$ cat src/rtl/dma_burst_ctl.sv
module dma_burst_ctl #(
  parameter int LEN_W = 16
) (
  input  logic        clk,
  input  logic        rst_n,
  input  logic        bus_reset,
  input  logic        reg_wr,
  input  logic        reg_sel,
  input  logic [15:0] reg_wdata,
  output logic [15:0] reg_rdata,
  input  logic        ep_ready,
  input  logic        ep_is_out,
  input  logic        short_pkt,
  input  logic        dack,
  output logic        dreq,
  output logic        eot,
  output logic [3:0]  ep_index,
  output logic        last_word
);
  logic             en_q, ceot_q, shen_q, lastw_q, eot_q;
  logic [1:0]       burst_q;
  logic [3:0]       ep_q;
  logic [LEN_W-1:0] len_q, cnt_q, step;
  logic [4:0]       bcnt_q, quota, moved;
  logic             ack, done_cnt, short_hit;

  always_comb begin
    case (burst_q)
      2'd0:    quota = 5'd1;
      2'd1:    quota = 5'd4;
      2'd2:    quota = 5'd8;
      default: quota = 5'd16;
    endcase
  end

  assign step      = (cnt_q == LEN_W'(1)) ? LEN_W'(1) : LEN_W'(2);
  assign moved     = bcnt_q + 5'(step);
  assign dreq      = en_q && (cnt_q != '0) && (ep_ready || bcnt_q != '0);
  assign ack       = dreq && dack;
  assign done_cnt  = en_q && (cnt_q == '0);
  assign short_hit = en_q && shen_q && ep_is_out && short_pkt;

  assign eot       = eot_q;
  assign ep_index  = ep_q;
  assign last_word = lastw_q;
  assign reg_rdata = reg_sel ? 16'(cnt_q)
                             : {6'd0, lastw_q, shen_q, ceot_q, ep_q, burst_q, en_q};

  always_ff @(posedge clk or negedge rst_n) begin
    if (!rst_n) begin
      en_q <= 1'b0; ceot_q <= 1'b0; shen_q <= 1'b0; lastw_q <= 1'b0; eot_q <= 1'b0;
      burst_q <= '0; ep_q <= '0; len_q <= '0; cnt_q <= '0; bcnt_q <= '0;
    end else begin
      eot_q <= 1'b0;
      if (ack) begin
        cnt_q   <= cnt_q - step;
        lastw_q <= (step == LEN_W'(2));
        bcnt_q  <= (moved >= quota || cnt_q == step) ? 5'd0 : moved;
      end
      if (done_cnt) begin
        en_q <= 1'b0; eot_q <= ceot_q; bcnt_q <= '0;
      end else if (short_hit) begin
        en_q <= 1'b0; eot_q <= 1'b1; bcnt_q <= '0;
      end
      if (reg_wr) begin
        if (reg_sel) len_q <= LEN_W'(reg_wdata);
        else begin
          en_q    <= reg_wdata[0];
          burst_q <= reg_wdata[2:1];
          ep_q    <= reg_wdata[6:3];
          ceot_q  <= reg_wdata[7];
          shen_q  <= reg_wdata[8];
          if (reg_wdata[0] && !en_q) cnt_q <= len_q;
          if (!reg_wdata[0]) bcnt_q <= '0;
        end
      end
      if (bus_reset) begin
        en_q <= 1'b0; bcnt_q <= '0; eot_q <= 1'b0;
      end
    end
  end
endmodule


$ cat config.mk
export PLATFORM = sky130hd
export DESIGN_NAME = dma_burst_ctl
export DESIGN_NICKNAME = d
export VERILOG_FILES = /design/src/rtl/dma_burst_ctl.sv
export SDC_FILE = /design/constraint.sdc
export NUM_CORES = 1
export LEC_CHECK = 0
export BUFFER_PORTS_ARGS = -buffer_cell sky130_fd_sc_hd__buf_2
export CAP_MARGIN = 10
export CORE_UTILIZATION = 49
export CTS_BUF_LIST = sky130_fd_sc_hd__clkbuf_2 sky130_fd_sc_hd__clkbuf_4 sky130_fd_sc_hd__clkbuf_8
export DETAILED_ROUTE_END_ITERATION = 16
export PLACE_DENSITY = 0.84
export SLEW_MARGIN = 20
export SYNTH_ARGS = -nofsm -noshare
export SYNTH_HDL_FRONTEND = slang
export SYNTH_SLANG_ARGS = --single-unit
$ cat constraint.sdc
create_clock -name clk -period 4.2 [get_ports clk]
set_clock_uncertainty 0.1 [all_clocks]
set_input_delay 0.63 -clock clk [delete_from_list [all_inputs] [get_ports clk]]
set_output_delay 0.63 -clock clk [all_outputs]
set_load 0.005 [all_outputs]
* Yosys cells after proc, flatten, opt, wreduce, memory -nomap -nowiden
Cells that the tools add are included.
** Cells by class
- Add/sub/neg operators :: 2
- $lt $le $gt $ge :: 1
- Equal/unequal tests :: 5
- Muxes and demuxes :: 23
- Bitwise operators :: 1
- Reduce and logical (&&, ||, !) cells :: 17
** Operators by type and width (number)
- $mux W16 :: 5
- $mux W5 :: 8
- $eq A16 B1 Y1 const B :: 1
- $eq A16 B2 Y1 :: 1
- $logic_not A16 Y1 :: 1
- $reduce_bool A16 Y1 :: 1
- $sub A16 B2 Y16 :: 1
- $pmux W5 S3 :: 1
- $logic_and A1 B1 Y1 :: 8
- $mux W1 :: 8
- $add A5 B2 Y5 :: 1
- $ge A5 B5 Y1 :: 1
- $reduce_bool A5 Y1 :: 1
- $eq A2 B2 Y1 const B :: 2
- $reduce_and A2 Y1 :: 2
- $eq A2 B1 Y1 const B :: 1
- $logic_not A2 Y1 :: 1
- $logic_or A1 B1 Y1 :: 2
- $mux W2 :: 1
- $logic_not A1 Y1 :: 1
- $not A1 Y1 :: 1
** Storage, ports and cells
- Flip-flop bits (word level) :: 48
- Bits of input ports :: 25
- Output and inout bits :: 23
- Word-level logic and storage cells :: 59

* Depth between registers and ports, before layout
Gate-level depths: netlist of run 1.
- Word-level depth :: 13
- Mapped depth :: 17

* Worst setup path before layout of run 1
OpenSTA, ideal clock, no wires.
- Path kind :: flip-flop to flip-flop
- Start :: register cnt_q[11]
- End :: register bcnt_q[2]
- Library setup time :: 0.094 ns
- Data arrival time :: 4.266 ns
- Slack :: -0.260 ns
- Stages on the path, launching flop included :: 17
- Period minus slack after synthesis :: 4.460 ns
- Cell sequence :: dfrtp_1 -> or4_1 -> nor4_2 -> nand2_1 -> nor3_1 -> ha_1 -> inv_1 -> fa_1 -> inv_1 -> and3_1 -> xor2_1 -> ha_1 -> a21oi_1 -> o31ai_1 -> a41o_1 -> or4_1 -> a211oi_1
** Between the ends
- Word-level cells in the longest chain between the ends :: 13
** RTL lines
- from (decl) :: RTL line 23 : logic [LEN_W-1:0] len_q, cnt_q, step;
- from (signal assigned) :: RTL line 56 : cnt_q <= cnt_q - step;
- from (signal assigned) :: RTL line 73 : if (reg_wdata[0] && !en_q) cnt_q <= len_q;
- $eq A16 B1 Y1 :: RTL line 36 : assign step = (cnt_q == LEN_W'(1)) ? LEN_W'(1) : LEN_W'(2);
- $mux W2 :: RTL line 36
- $add A5 B2 Y5 :: RTL line 37 : assign moved = bcnt_q + 5'(step);
- $ge A5 B5 Y1 :: RTL line 58 : bcnt_q <= (moved >= quota || cnt_q == step) ? 5'd0 : moved;
- $logic_or A1 B1 Y1 :: RTL line 58
- $mux W5 :: RTL line 58
- $mux W5 :: RTL line 55 : if (ack) begin
- $mux W5 :: RTL line 62 : end else if (short_hit) begin
- $mux W5 (*) :: RTL line 60 : if (done_cnt) begin
- $mux W5 :: RTL line 74 : if (!reg_wdata[0]) bcnt_q <= '0;
- $mux W5 :: RTL line 66 : if (reg_sel) len_q <= LEN_W'(reg_wdata);
- $mux W5 (*) :: RTL line 65 : if (reg_wr) begin
- $mux W5 (*) :: RTL line 77 : if (bus_reset) begin
- to (signal assigned) :: RTL line 58
- to (decl) :: RTL line 24 : logic [4:0] bcnt_q, quota, moved;
Mark *: on every way between the ends. The rest lies on a longest branch, timed or not.
A chain may end at the register's enable or synchronous reset.

* Worst setup path in the final report of run 1
- Start :: register cnt_q[12]
- End :: register bcnt_q[2]
Same word-level chain as after synthesis.

==> results of run 1 <==
-- critical path, stage by stage (launching register included) --
cell and delay [ps]:
dfrtp_1 430, or4_4 540, nor4_4 310, nand2_2 120, nor3_4 150, ha_2 210
inv_1 50, fa_2 370, inv_2 70, and3_4 190, xor2_2 160, ha_1 280
a21oi_2 130, o31ai_1 80, a41o_1 240, or4_1 420, a211oi_2 190
-- per-stage QoR --
step	util	instances	setup WS, ps
floorplan	-	249	56.43
global placement	0.5757	362	273.6
detailed placement	0.5757	362	125.8
CTS	0.5948	370	78.41
global route	0.6093	374	-65.53
finish	0.6093	374	101.7
-- power breakdown --
part	switching, mW	internal (mW)	total [mW]
registers	0.0808	0.538	0.619
clock network	0.149	0.147	0.297
logic	0.157	0.170	0.327
-- cells in the mapped netlist (4+ instances only) --
| cell | instances |
|---|---|
| nor2_1 | 12 |
| nand3_1 | 4 |
| nand2_1 | 29 |
| xor2_1 | 7 |
| and2_1 | 6 |
| o21ai_0 | 17 |
| mux2_2 | 32 |
| xnor2_1 | 10 |
| inv_1 | 11 |
| ha_1 | 8 |
| clkbuf_1 | 8 |
| or3_1 | 6 |
| nor3_1 | 9 |
| dfrtp_1 | 48 |
-- state kept, by name, summed over array words and instances, names as in the netlist --
name and flops:
shen_q 1, last_word 1, burst_q 2, ceot_q 1
en_q 1, ep_index 4, eot 1, cnt_q 16
bcnt_q 5, len_q 16
-- layout make-up --
cell class | instances | area, um^2
Clock buffer | 8 | 97.59
Inverter | 11 | 41.29
Tap cell | 70 | 87.58
Fill cell | 446 | 1996
Sequential cell | 48 | 1201
Timing Repair Buffer | 56 | 305.3
Multi-Input combinational cell | 181 | 1379
-- cells by family after synthesis --
| group | synth area share |
|---|---|
| xor gates and xnor gates | 0.05721 |
| buffers and inverters | 0.02885 |
| and+or+nand+nor | 0.1644 |
| DFF | 0.4615 |
| AOI/OAI and AO/OA | 0.09182 |
| muxes | 0.1423 |
| adders and majority gates | 0.05385 |
-- per-layer routing --
layer  part of all wire  GRT usage
met1               0.44     0.2995
met2               0.48     0.3624
met3              0.053    0.03882
met4              0.027    0.09853
met5                  0          0
-- placed cells by master, fill, tap and decap left out, types with 2 or more instances in the layout --
master / instances
a21oi_1: 2
a211o_1: 2
or3_1: 6
buf_2: 46
nand3_1: 4
mux2_2: 32
nand2b_1: 3
o21ai_0: 17
or4_1: 2
nand2_1: 28
inv_1: 10
clkbuf_8: 6
xnor2_1: 10
and2_1: 6
ha_1: 7
a21o_1: 2
nor2_1: 12
a22o_1: 3
o31ai_1: 2
dfrtp_1: 48
buf_4: 10
o21ai_1: 3
clkbuf_4: 2
nor3_1: 8
xor2_1: 6
nor4_1: 2
-- worst paths after layout --
kind | depth (start not counted) | from | to | slack, ps
setup reg to reg | 16 | cnt_q[12] | bcnt_q[2] | 100
hold / removal | 1 | rst_n | len_q[15] | 230
max in group asynchronous | 1 | rst_n | len_q[11] | 3340
hold reg to reg | 2 | len_q[5] | cnt_q[5] | 390
setup / recovery | 16 | cnt_q[12] | bcnt_q[2] | 100
min in group clk | 2 | len_q[5] | cnt_q[5] | 390
-- timing repair --
action / in CTS / in global routing
setup buffers: 0 / 4
gates resized for setup: 0 / 10
endpoints found under the setup margin: 0 / 5
==> key figures, run 1 <==
Pwr
  • Leakage power: 1.400 nW
  • Final Power: 1.243 mW
  • Cell Pwr Density: 399.3 nW/um^2
  • Maximum vdd ir drop: 0.2371 mV

Placement
  • Gpl congestion: 0.8906
  • HPWL after DPL: 4057 um
  • PortBufs: 47
  • Placed cell areas: 2940 um^2

Synth
  • Syn Nets: 284
  • EDFF count, synth: 0
  • Share of the synthesized area in the top cell type: 0.4615
  • Post-synth design cell area: 2602 um^2
  • Post-Synthesis Cells: 249
  • Post-synth cell types: 39
  • Async SR Flop Fraction: 1.000
  • Area leader, netlist: dfrtp_1
  • Synth warn: 0
  • Syn Area/Cell: 10.45 um^2
  • Ys flop type: dfrtp_1
  • Sequential share of the synthesized area: 0.4615
  • Flops & latches, synth: 48
  • Synth top area cells: dfrtp_1 46%, mux2_2 14%, nand2_1 4.2%, ha_1 3.8%, xnor2_1 3.4%

Floorplan
  • Ports: 48
  • Starting Density: 0.5096
  • Core Area: 5107 um^2
  • Die area: 5607 um^2
  • Std-Cell Rows: 26
  • Die Span Y: 74.88 um
  • Width of the die: 74.88 um

Global routing
  • Initial antenna violation count: 0
  • Grt total ovfl: 0
  • Largest net degree at the start of global routing: 49
  • Global-route wire length before repair: 9266 um
  • Overall global routing resource usage: 0.2246
  • Vias in the first global route: 1959

Clock tree
  • Sink Count: 48
  • CTS Buf Count: 5
  • TritonCTS clock tree: yes
  • Root buffer cell: clkbuf_8
  • Clk_lat worst skew: 300 ps
  • Hold buffer count at CTS: 0
  • Reg clk slew, reported paths: 90 ps
  • H-tree Lvls: 2
  • Clk buf depth: 2

STA
  • Hold slack: 227.1 ps
  • Setup TNS: 0 ps
  • Max-slew headroom: 0.2829
  • Max Slew Vio Count: 0
  • RSZ-0062 raised after global routing: true
  • Fin crit period: 4098 ps
  • Final setup vio count: 0
  • Worst slew pin tran: 1069 ps
  • Achievable frequency: 244.0 MHz
  • Crit share post-route: 0.9758
  • Final Hold Viols: 0

Setup path
  • Worst setup SP type: register
  • CP endpoint kind: register
  • CP required: 4320 ps
  • Worst-path fanout max: 4
  • Critical path class: reg -> reg
  • Data arrival, critical path: 4220 ps

Run
  • Max cap viols: 0

Detailed routing
  • # DRC: 0
  • Drt pass-1 iters: 4
  • Detailed router's first-iteration violation count: 149
  • Total Wirelength: 5840 um
  • Antenna-violating nets left: 0
  • Vias: 2074
  • WL/cell: 15.61 um
  • Post-DR vias/cell: 5.545

Run status
  • Outcome: complete, no violations

Min path
  • Min-Delay Path Class: in -> async

Finish
  • Share of cells above drive strength 1: 0.3553
  • Ant. Diodes: 0
  • Design area: 3112 um^2
  • Final nets: 338
  • Synth-to-Final Area Change: 19.57%
No activity file was read; power rests on OpenSTA's default activity.
==> run 2: changes to the inputs <==
--- a/config.mk
+++ b/config.mk
@@ -10,7 +10,8 @@
 export CORE_UTILIZATION = 49
 export CTS_BUF_LIST = sky130_fd_sc_hd__clkbuf_2 sky130_fd_sc_hd__clkbuf_4 sky130_fd_sc_hd__clkbuf_8
 export DETAILED_ROUTE_END_ITERATION = 16
-export PLACE_DENSITY = 0.84
+export GPL_ROUTABILITY_DRIVEN = 0
+export PLACE_DENSITY_LB_ADDON = 0.08
 export SLEW_MARGIN = 20
 export SYNTH_ARGS = -nofsm -noshare
 export SYNTH_HDL_FRONTEND = slang
==> key figures, run 2 (synthesized netlist as in run 1, its figures left out) <==
Global routing
  • Initial antenna violation count: 0 (unchanged)
  • Overall global routing resource usage: 0.2142 (-0.01041)
  • Vias in the first global route: 1831 (-6.5%)
  • Grt total ovfl: 0 (unchanged)
  • Global-route wire length before repair: 8866 um (-4.3%)
  • Largest net degree at the start of global routing: 49 (unchanged)

Setup path
  • Worst-path cell with the longest stage delay: or4_4
  • CP endpoint kind: register
  • Crit path buf inv count: 2 (unchanged)
  • CP top delay family: simple AND/OR/NAND/NOR gates
  • Most frequent CP cell: inv_1
  • Reg2reg path depth: 16 (unchanged)
  • Max incr delay on CP: 550 ps (about the same)
  • CP required: 4310 ps (about the same)
  • Data arrival, critical path: 4220 ps (about the same)
  • Worst-path fanout max: 4 (unchanged)
  • Critical path class: reg -> reg
  • Worst setup SP type: register
  • Critical path cell sequence: or4_4 > nor4_4 > nand2_2 > nor3_4 > ha_2 > inv_1 > fa_2 > inv_1 > and3_4 > xor2_2 > ha_1 > a21oi_1 > o31ai_1 > a41o_1 > or4_1 > a211oi_1
  • WP depth: 16 (unchanged)

Finish
  • Share of cells above drive strength 1: 0.3455 (-0.009748)
  • Synth-to-Final Area Change: 19.18%
  • Most frequent cells in the layout: 48 x dfrtp_1, 46 x buf_2, 32 x mux2_2, 28 x nand2_1, 17 x o21ai_0
  • Design area: 3102 um^2 (-0.32%)
  • Largest registers: cnt_q (16), len_q (16), bcnt_q (5)
  • Final nets: 337 (-0.30%)
  • Ant. Diodes: 0 (unchanged)
  • Util after Layout: 0.6073 (-0.001960)
  • Commonest non-fill, non-tap cell in the layout: dfrtp_1

Clock tree
  • Sink Count: 48 (unchanged)
  • Clk_lat worst skew: 290 ps (about the same)
  • Reg clk slew, reported paths: 80 ps (about the same)
  • TritonCTS clock tree: yes
  • Clk buf depth: 2 (unchanged)
  • Hold buffer count at CTS: 0 (unchanged)
  • Root buffer cell: clkbuf_8
  • H-tree Lvls: 2 (unchanged)
  • CTS Buf Count: 5 (unchanged)

Pwr
  • Power share of the clock group: 0.252 (+0.013)
  • Switching share of power: 0.2970 (-0.01442)
  • Maximum vdd ir drop: 0.2061 mV (-13%)
  • Internal cell power: 877.1 uW (+2.5%)
  • Cell Pwr Density: 402.3 nW/um^2 (+0.74%)
  • Combinational share of power: 0.254 (-0.009)
  • Share of power burned in registers: 0.494 (-0.004)
  • Switching power: 370.6 uW (-4.2%)
  • Leakage power: 1.391 nW (-0.66%)

STA
  • Fin crit period: 4111 ps (+12.85 ps)
  • Max Slew Vio Count: 0 (unchanged)
  • Final setup vio count: 0 (unchanged)
  • Crit share post-route: 0.9788 (+0.003060)
  • Max-slew headroom: 0.3513 (+0.06840)
  • Achievable frequency: 243.2 MHz (-0.31%)
  • RSZ-0062 raised after global routing: true
  • Worst slew pin tran: 973.0 ps (-96.15 ps)
  • Final Hold Viols: 0 (unchanged)

Floorplan
  • Ports: 48 (unchanged)
  • Core Area: 5107 um^2 (unchanged)
  • Std-Cell Rows: 26 (unchanged)
  • Die area: 5607 um^2 (unchanged)
  • Starting Density: 0.5096 (unchanged)
  • Die Span Y: 74.88 um (unchanged)
  • Width of the die: 74.88 um (unchanged)

Detailed routing
  • Post-DR vias/cell: 5.302 (-4.4%)
  • WL/cell: 14.69 um (-5.9%)
  • Antenna-violating nets left: 0 (unchanged)
  • Vias: 1967 (-5.2%)
  • Detailed router's first-iteration violation count: 66 (-56%)
  • Total Wirelength: 5450 um (-6.7%)
  • # DRC: 0 (unchanged)
  • Drt pass-1 iters: 4 (unchanged)

Run
  • Max cap viols: 0 (unchanged)

Run status
  • Outcome: complete, no violations

Placement
  • PortBufs: 47 (unchanged)
  • HPWL after DPL: 3949 um (-2.7%)
  • Placed cell areas: 2945 um^2 (+0.17%)

Min path
  • Min-Delay Path Class: in -> async
## run 2: layout make-up
cell class / instances / area, um^2
inverters: 11 / 41.29
repair buffers: 55 / 297.8
clock buffers: 5 / 68.82
well taps: 70 / 87.58
clock inverters: 1 / 30.03
fillers: 466 / 2006
multi-input cells: 181 / 1375
flip-flops and latches: 48 / 1201
## run 2: worst paths after layout
path / from / end / slack [ps]
setup / recovery: cnt_q[11] / bcnt_q[2] / 90
hold / removal: rst_n / len_q[11] / 240
setup reg to reg: cnt_q[11] / bcnt_q[2] / 90
hold reg to reg: len_q[2] / cnt_q[2] / 380
max in group asynchronous: rst_n / cnt_q[1] / 3350
min in group clk: len_q[2] / cnt_q[2] / 380
## run 2: worst reg2reg max path: stages, from the launching register on
cell and delay (ps):
dfrtp_1 410, or4_4 550, nor4_4 320, nand2_2 120, nor3_4 130, ha_2 210
inv_1 50, fa_2 360, inv_1 80, and3_4 200, xor2_2 170, ha_1 270
a21oi_1 130, o31ai_1 100, a41o_1 240, or4_1 400, a211oi_1 200
## run 2: stage by stage
stage	std cells	setup WS (ps)	hold slack (ps)	total power [mW]	TNS (ps)
2_1_floorplan	249	56.43	234.4	0.7994	0
3_3_place_gp	362	220.8	357.0	0.9198	0
3_5_place_dp	362	97.95	362.5	0.9279	0
4_1_cts	368	61.09	382.7	1.248	0
5_1_grt	371	-90.01	284.1	1.322	-148.8
6_report	371	88.89	241.3	1.248	0
## run 2: timing repair
item | in CTS | in global routing
setup buffers | 0 | 3
gates resized for setup | 0 | 8
setup endpoints to repair | 0 | 5
## run 2: per-layer routing
metal	track usage	wire length, um	up-vias	share of wire
met4	0.05660	44	0	0.0081
met2	0.3213	2376	53	0.44
met5	0	0	-	0
met3	0.04418	341	5	0.063
li1	-	-	981	-
met1	0.3156	2687	928	0.49
## run 2: power groups by stage
stage	clock network (mW)	logic [mW]	registers [mW]
floorplan	0	0.196	0.604
finish	0.315	0.316	0.616
CTS	0.328	0.303	0.617
global route	0.339	0.352	0.630
global placement	0	0.298	0.622
detailed placement	0	0.301	0.627
